<file path="src/rtl/pss_pkg.sv">
package pss_pkg;
  localparam int NSW = 6;
  typedef logic [NSW-1:0] sw_vec_t;

  localparam sw_vec_t SW_G1 = 6'b000001;
  localparam sw_vec_t SW_G2 = 6'b000010;
  localparam sw_vec_t SW_G3 = 6'b000100;
  localparam sw_vec_t SW_G4 = 6'b001000;
  localparam sw_vec_t SW_G5 = 6'b010000;
  localparam sw_vec_t SW_G6 = 6'b100000;

  // Safe state before the clear level is known: buffer plus clamp.
  localparam sw_vec_t SW_RESET = SW_G3 | SW_G5;

  // Target switch set from rail qualification and clear level.
  function automatic sw_vec_t cfg_for(input logic rails_up, input logic clr_n);
    sw_vec_t v;
    v = rails_up ? (SW_G4 | SW_G6) : (SW_G3 | SW_G5);
    v = v | (clr_n ? SW_G1 : SW_G2);
    return v;
  endfunction
endpackage

</file>
<file path="src/rtl/pss_supply_qual.sv">
module pss_supply_qual #(
  parameter int CNT_W = 8
) (
  input  logic             clk,
  input  logic             rst_n,
  input  logic             pos_ok,
  input  logic             neg_ok,
  input  logic [CNT_W-1:0] qual_len,
  output logic             rails_ok,
  output logic             rails_up
);
  localparam int EXT_W = CNT_W + 1;

  logic [CNT_W-1:0] cnt_q;
  logic [EXT_W-1:0] cnt_nxt;
  logic             reached;

  assign rails_ok = pos_ok & neg_ok;
  assign cnt_nxt  = {1'b0, cnt_q} + EXT_W'(1);
  assign reached  = cnt_nxt >= {1'b0, qual_len};

  always_ff @(posedge clk or negedge rst_n) begin
    if (!rst_n) begin
      cnt_q    <= '0;
      rails_up <= 1'b0;
    end else if (!rails_ok) begin
      cnt_q    <= '0;
      rails_up <= 1'b0;
    end else if (!rails_up) begin
      if (reached) rails_up <= 1'b1;
      else         cnt_q    <= cnt_nxt[CNT_W-1:0];
    end
  end
endmodule

</file>
<file path="src/rtl/pss_sw_seq.sv">
module pss_sw_seq
  import pss_pkg::*;
(
  input  logic    clk,
  input  logic    rst_n,
  input  sw_vec_t tgt,
  output sw_vec_t sw,
  output logic    brk_phase,
  output logic    mk_phase
);
  sw_vec_t rel_m, cls_m;

  assign rel_m     = sw & ~tgt;
  assign cls_m     = tgt & ~sw;
  assign brk_phase = |rel_m;
  assign mk_phase  = !brk_phase && (|cls_m);

  always_ff @(posedge clk or negedge rst_n) begin
    if (!rst_n)         sw <= SW_RESET;
    else if (brk_phase) sw <= sw & tgt;
    else if (mk_phase)  sw <= tgt;
  end
endmodule

</file>
<file path="src/rtl/pss_top.sv">
module pss_top
  import pss_pkg::*;
#(
  parameter int CNT_W = 8
) (
  input  logic             clk,
  input  logic             rst_n,
  input  logic             pos_ok,
  input  logic             neg_ok,
  input  logic             clr_n,
  input  logic [CNT_W-1:0] qual_len,
  output logic [5:0]       sw_en
);
  logic    rails_ok, rails_up, brk_phase, mk_phase;
  sw_vec_t tgt, sw;

  pss_supply_qual #(.CNT_W(CNT_W)) u_qual (
    .clk(clk), .rst_n(rst_n), .pos_ok(pos_ok), .neg_ok(neg_ok),
    .qual_len(qual_len), .rails_ok(rails_ok), .rails_up(rails_up)
  );

  assign tgt = cfg_for(rails_up, clr_n);

  pss_sw_seq u_seq (
    .clk(clk), .rst_n(rst_n), .tgt(tgt), .sw(sw),
    .brk_phase(brk_phase), .mk_phase(mk_phase)
  );

  assign sw_en = sw;
endmodule

</file>
<file path="config.mk">
export PLATFORM = sky130hd
export DESIGN_NAME = pss_top
export DESIGN_NICKNAME = d
export VERILOG_FILES = /design/src/rtl/pss_pkg.sv /design/src/rtl/pss_supply_qual.sv /design/src/rtl/pss_sw_seq.sv /design/src/rtl/pss_top.sv
export SDC_FILE = /design/constraint.sdc
export NUM_CORES = 1
export LEC_CHECK = 0
export BUFFER_PORTS_ARGS = -buffer_cell sky130_fd_sc_hd__buf_2
export CAP_MARGIN = 0
export CORE_UTILIZATION = 45
export CTS_CLUSTER_SIZE = 25
export DETAILED_ROUTE_END_ITERATION = 10
export PLACE_DENSITY = 0.69
export SLEW_MARGIN = 15
export SYNTH_ARGS = -nofsm -noshare
export SYNTH_HDL_FRONTEND = slang
export SYNTH_SLANG_ARGS = --single-unit
</file>
<file path="constraint.sdc">
create_clock -name clk -period 2.6 [get_ports clk]
set_input_delay 0.26 -clock clk [delete_from_list [all_inputs] [get_ports clk]]
set_output_delay 0.26 -clock clk [all_outputs]
set_load 0.01 [all_outputs]
</file>
# ---- After elaboration in Yosys (flattened, before gate mapping)
# Index checks and enable logic that the tools add are counted.
dict set report op_classes {
  eq_ne 2
  add_sub_neg 1
  bitwise_logic 7
  reduce_logical 6
  muxes 10
  order_cmp 1
}
# operator count
set ops {}
lappend ops {{8-bit two-way mux} 3}
lappend ops {{6-bit AND} 3}
lappend ops {{6-bit two-way mux} 3}
lappend ops {{6-bit inverter} 2}
lappend ops {{6-bit OR reduction} 2}
lappend ops {{8-bit by 1-bit adder with 9-bit output, second input constant} 1}
lappend ops {{9-bit by 8-bit >= comparator with 1-bit output} 1}
lappend ops {{6-bit by 2-bit bitwise OR with 6-bit output} 1}
lappend ops {{2-bit inequality test, second input constant} 2}
lappend ops {{1-bit two-way mux} 3}
lappend ops {{2-bit two-way mux} 1}
lappend ops {{2-bit AND reduction} 1}
lappend ops {{2-bit nonzero test} 1}
lappend ops {{1-bit AND} 1}
lappend ops {{1-bit logical AND} 1}
lappend ops {{1-bit logical NOT} 1}
dict set report word_totals {
  elab_cells 30
  out_inout_bits 6
  regBits 15
}

# ---- Depth between registers and ports, before layout
dict set report logic_depth {
  word_depth 9
  mapped_depth 10
  depth_no_buf 10
}

# ---- Hierarchy
# A second synthesis with hierarchy kept.
dict set report hier_totals {
  cells_unflattened 120
  hier_area_um2 1127.3
}
# module instances area_per_inst_um2 cells_each seq_area_each_um2
set by_module_without_submodules {}
lappend by_module_without_submodules {pss_supply_qual 1 803.3 90 225.2}
lappend by_module_without_submodules {pss_sw_seq 1 316.6 28 152.6}
lappend by_module_without_submodules {pss_top 1 7.5 2 0.0}

# ---- Worst setup path before layout
# No wires, ideal clock.
dict set report synth_path {
  kind {register to register}
  startpoint {reg u_qual.cnt_q[0]}
  endpoint {reg u_qual.cnt_q[3]}
  stages_incl_launch_ff 10
  required_time_ns 2.521
  setup_slack_ns 0.102
  setup_time_ns 0.079
  n_path_buf 0
  arrival_ns 2.420
  path_cell_list {dfrtp_1 -> ha_1 -> nand3_1 -> xnor2_1 -> ha_1 -> a211oi_2 -> nand2_1 -> o311a_4 -> or4_1 -> a21oi_1}
}
dict set report synth_via {
  elab_chain_len 4
  word_cells_on_any_way 7
}
# item line_no
set synth_lines {}
lappend synth_lines {{start: declaration} pss_supply_qual.sv:14} ;# logic [CNT_W-1:0] cnt_q;
lappend synth_lines {{start signal: assignment} pss_supply_qual.sv:31} ;# else cnt_q <= cnt_nxt[CNT_W-1:0];
lappend synth_lines {{8-bit by 1-bit adder with 9-bit output (*)} pss_supply_qual.sv:19} ;# assign cnt_nxt = {1'b0, cnt_q} + EXT_W'(1);
lappend synth_lines {{9-bit by 8-bit >= comparator with 1-bit output or 8-bit two-way mux (tied branches)} {pss_supply_qual.sv:20, pss_supply_qual.sv:30}}
lappend synth_lines {{2-bit inequality test (no source line) or 8-bit two-way mux (tied branches)} --}
lappend synth_lines {{2-bit AND reduction (no source line) or 8-bit two-way mux (tied branches)} --}
# Mark *: on every way between the ends. The rest lies on a longest branch, timed or not. The select of a mux whose other input is x is not followed.
# A chain may end at the register's enable or synchronous reset.

# ---- Worst setup path in the final report
dict set report layout_path {
  startpoint {reg u_qual.cnt_q[4]}
  endpoint {reg u_qual.cnt_q[6]}
}
# The elaborated chain is that of the path after synthesis.

==> run_results.csv <==
group,metric,value,unit
synthesis,async_flop_share,100,%
cells_and_area,syn2layout_area_growth,26.6,%
clock_tree,cts_tree,"done",
sta,worst_slack,74.4,ps
sta,hold_viol,0,
critical_path,critPathBufInv,0,
grt,grt_pass1_wl,3710,µm
floorplan,die_x,50.4,µm
critical_path,critPathMaxStageDelay,470,ps
sta,timing.final.crit_share,97.1,%
sta,finalCriticalPeriod,2530,ps
sta,fin_setup_tns,0,ps
synthesis,synth_edf_count,0,
clock_tree,cts_buffers,3,
routing,drt-total-wl,2310,µm
synthesis,ys_seq_area_share,35.8,%
synthesis,ys.flop_type,"dfrtp_1",
floorplan,row_count,17,
cells_and_area,drive_gt1_share,28.6,%
sta,worst_pin_slew,352,ps
critical_path,arrival,2730,ps
placed_design,pre_cts_ws,43.4,ps
routing,vias,1012,
critical_path,crit_path_max_fanout,5,
placed_design,place_congestion,0.819,
critical_path,r2r_end,"u_qual.cnt_q[6]",
outcome,outcome,"finished, final reports clean",
clock_tree,clock_sinks,15,
critical_path,crit_type,"reg2reg",
placed_design,io_buffers,18,
critical_path,cpMaxStageDelayCell,"or4_1",
floorplan,fp.dieArea,2540,µm²
sta,drv_slew,0,
power_and_ir_drop,p_per_area,405,nW/µm²
routing,drt-pass1-iter-count,4,
flow_run,maxCapViolCount,0,
hold_path,hold_path.class,"in2reg",
floorplan,io_pins,19,
clock_tree,clk_path_buf_depth,2,
synthesis,yosys_warnings,0,
clock_tree,clkLatencyLatePin,280,ps
grt,overflow,0,
hold_path,whs_path_depth,2,
critical_path,required,2800,ps
floorplan,core,2210,µm²
critical_path,r2r_start,"u_qual.cnt_q[4]",
cells_and_area,antenna_cells,0,
sta,rsz0062_at_grt,"no",
sta,whs,174,ps
synthesis,synth-seq-cells,15,
routing,drcViolationCount,0,
routing,drtAntennaViolNets,0,
sta,setup_viol,0,
clock_tree,clk_pin_slew,90,ps
critical_path,reg2reg_slack,70,ps
hold_path,hold_start,"clr_n",
placed_design,dpl.hpwl,1710,µm
cells_and_area,fill_cells,206,
cells_and_area,nets,177,
critical_path,r2r_cells,10,
synthesis,syn_area_per_cell,8.86,µm²
grt,grt_max_degree,16,
clock_tree,cts_root_buf,"clkbuf_4",
grt,grt_usage,19.8,%
cells_and_area,final_util,60.4,%
grt,grt_pass1_vias,822,
floorplan,start_util,47.7,%
routing,via_per_inst,5.56,
clock_tree,htree_levels,1,
synthesis,synthDistinctLibCells,32,
critical_path,crit_top_cell,"and3_1",
critical_path,cp_cell_sequence,"and3_1 -> and3_1 -> and3_4 -> xor2_1 -> ha_1 -> nand4_1 -> o21a_2 -> o21ai_4 -> or4_1 -> a21oi_1",
synthesis,synthesis.nets,141,
routing,detail_route.wl_per_cell,12.7,µm
power_and_ir_drop,peakVddDrop,0.388,mV
power_and_ir_drop,power,0.000541,W
sta,fin_skew,5.04,ps
sta,max_freq,396,MHz
critical_path,crit_family,"simple AND/OR/NAND/NOR gates",
grt,antenna_found_initial,0,
routing,drt-initial-drc-count,18,
synthesis,synth_cells,119,
critical_path,startpoint_type,"flip-flop",
hold_path,holdPathEnd,"u_seq.sw[1]",
sta,relSlewSlack,76.5,%
critical_path,end_kind,"flip-flop",
synthesis,synth_area,1050,µm²
power_and_ir_drop,leakagePower,0.667,nW
floorplan,dieHeight,50.4,µm
==> area by class of cell <==
type | instances | area, µm² | area share (%)
Multi-Input combinational cell | 98 | 686 | 51.4
Sequential cell | 15 | 378 | 28.3
Timing Repair Buffer | 30 | 183 | 13.7
Tap cell | 28 | 35.0 | 2.62
Inverter | 7 | 26.3 | 1.97
Clock buffer | 3 | 22.5 | 1.69
Clock inverter | 1 | 5.00 | 0.375
==> placed cells by master (no fill, tap or decap), drive strengths merged, types with 2 or more instances in the layout <==
cell	n
a21oi	10
a31oi	2
a41o	2
and3	3
buf	29
clkbuf	3
dfrtp	13
dfstp	2
ha	9
inv	7
nand2	10
nand3	6
nand4	3
nor2	16
nor2b	2
o21a	5
o21ai	6
o311ai	2
o31ai	3
or4	3
xnor2	4
xor2	2
==> per-stage QoR <==
step                      std cells  area [µm²]
after detailed placement        173        1240
after global placement          173        1240
after floorplan                 119        1050
after CTS                       178        1280
after global routing            182        1340
final                           182        1340
==> timing repair <==
action	in CTS	in global routing
hold buffers	1	0
setup buffers	0	3
gates resized for setup	0	5
setup endpoints to repair	0	4
hold endpoints to repair	13	0
==> power breakdown <==
part / total [W] / switching, W / internal [W]
logic: 0.000140 / 0.0000779 / 0.0000622
registers: 0.000271 / 0.0000198 / 0.000251
clock network: 0.000131 / 0.0000734 / 0.0000572
total: 0.000541 / 0.000171 / 0.000370
==> synthesized netlist by cell type (2+ instances only) <==
master    n  area, µm²
nor2_1   16       60.1
dfrtp_1  13        325
a21oi_1  10       50.1
nand2_1  10       37.5
ha_1      9        113
inv_1     7       26.3
nand3_1   6       30.0
o21a_1    5       37.5
o21ai_0   4       20.0
xnor2_1   4       35.0
and3_1    3       18.8
nand4_1   3       18.8
o31ai_1   3       22.5
or4_1     3       22.5
a31oi_1   2       12.5
a41o_1    2       20.0
dfstp_2   2       52.6
nor2b_1   2       12.5
xor2_1    2       17.5
==> state kept, by name, indices dropped and copies added, names as in the netlist <==
| signal | count |
|---|---|
| u_seq.sw | 6 |
| u_qual.rails_up | 1 |
| u_qual.cnt_q | 8 |
==> worst register-to-register path, cell delays in order (launching register included) <==
cell	delay, ps
dfrtp_1	420
and3_1	180
and3_1	200
and3_4	190
xor2_1	140
ha_1	300
nand4_1	100
o21a_2	210
o21ai_4	90
or4_1	470
a21oi_1	150
==> routing by layer <==
layer	vias to the layer above	GRT usage (%)	wire, µm
met5	-	0	0
met4	0	5.56	9
met3	2	6.36	73
met2	15	28.0	1040
met1	478	28.8	1190
li1	517	-	-
==> cells by family after synthesis <==
logic type / count (synthesis) / share of synthesized area [%]
flops: 15 / 35.8
fa+ha+maj: 9 / 10.7
compound gates: 32 / 22.7
xor+xnor: 6 / 4.98
buf+inv: 7 / 2.49
simple gates: 50 / 23.4
==> how the worst max path moves through the flow <==
stage | start | slack [ps] | end | cells after the start
floorplan | u_qual.cnt_q[0] | 100 | u_qual.cnt_q[3] | 9
detailed placement | u_qual.cnt_q[4] | 40 | u_qual.cnt_q[6] | 10
finish | u_qual.cnt_q[4] | 70 | u_qual.cnt_q[6] | 10
global route | u_qual.cnt_q[4] | 5 | u_qual.cnt_q[4] | 9
CTS | u_qual.cnt_q[4] | 10 | u_qual.cnt_q[6] | 10
global placement | u_qual.cnt_q[4] | 90 | u_qual.cnt_q[6] | 10
Note: power is estimated with default switching activity, not from simulation.
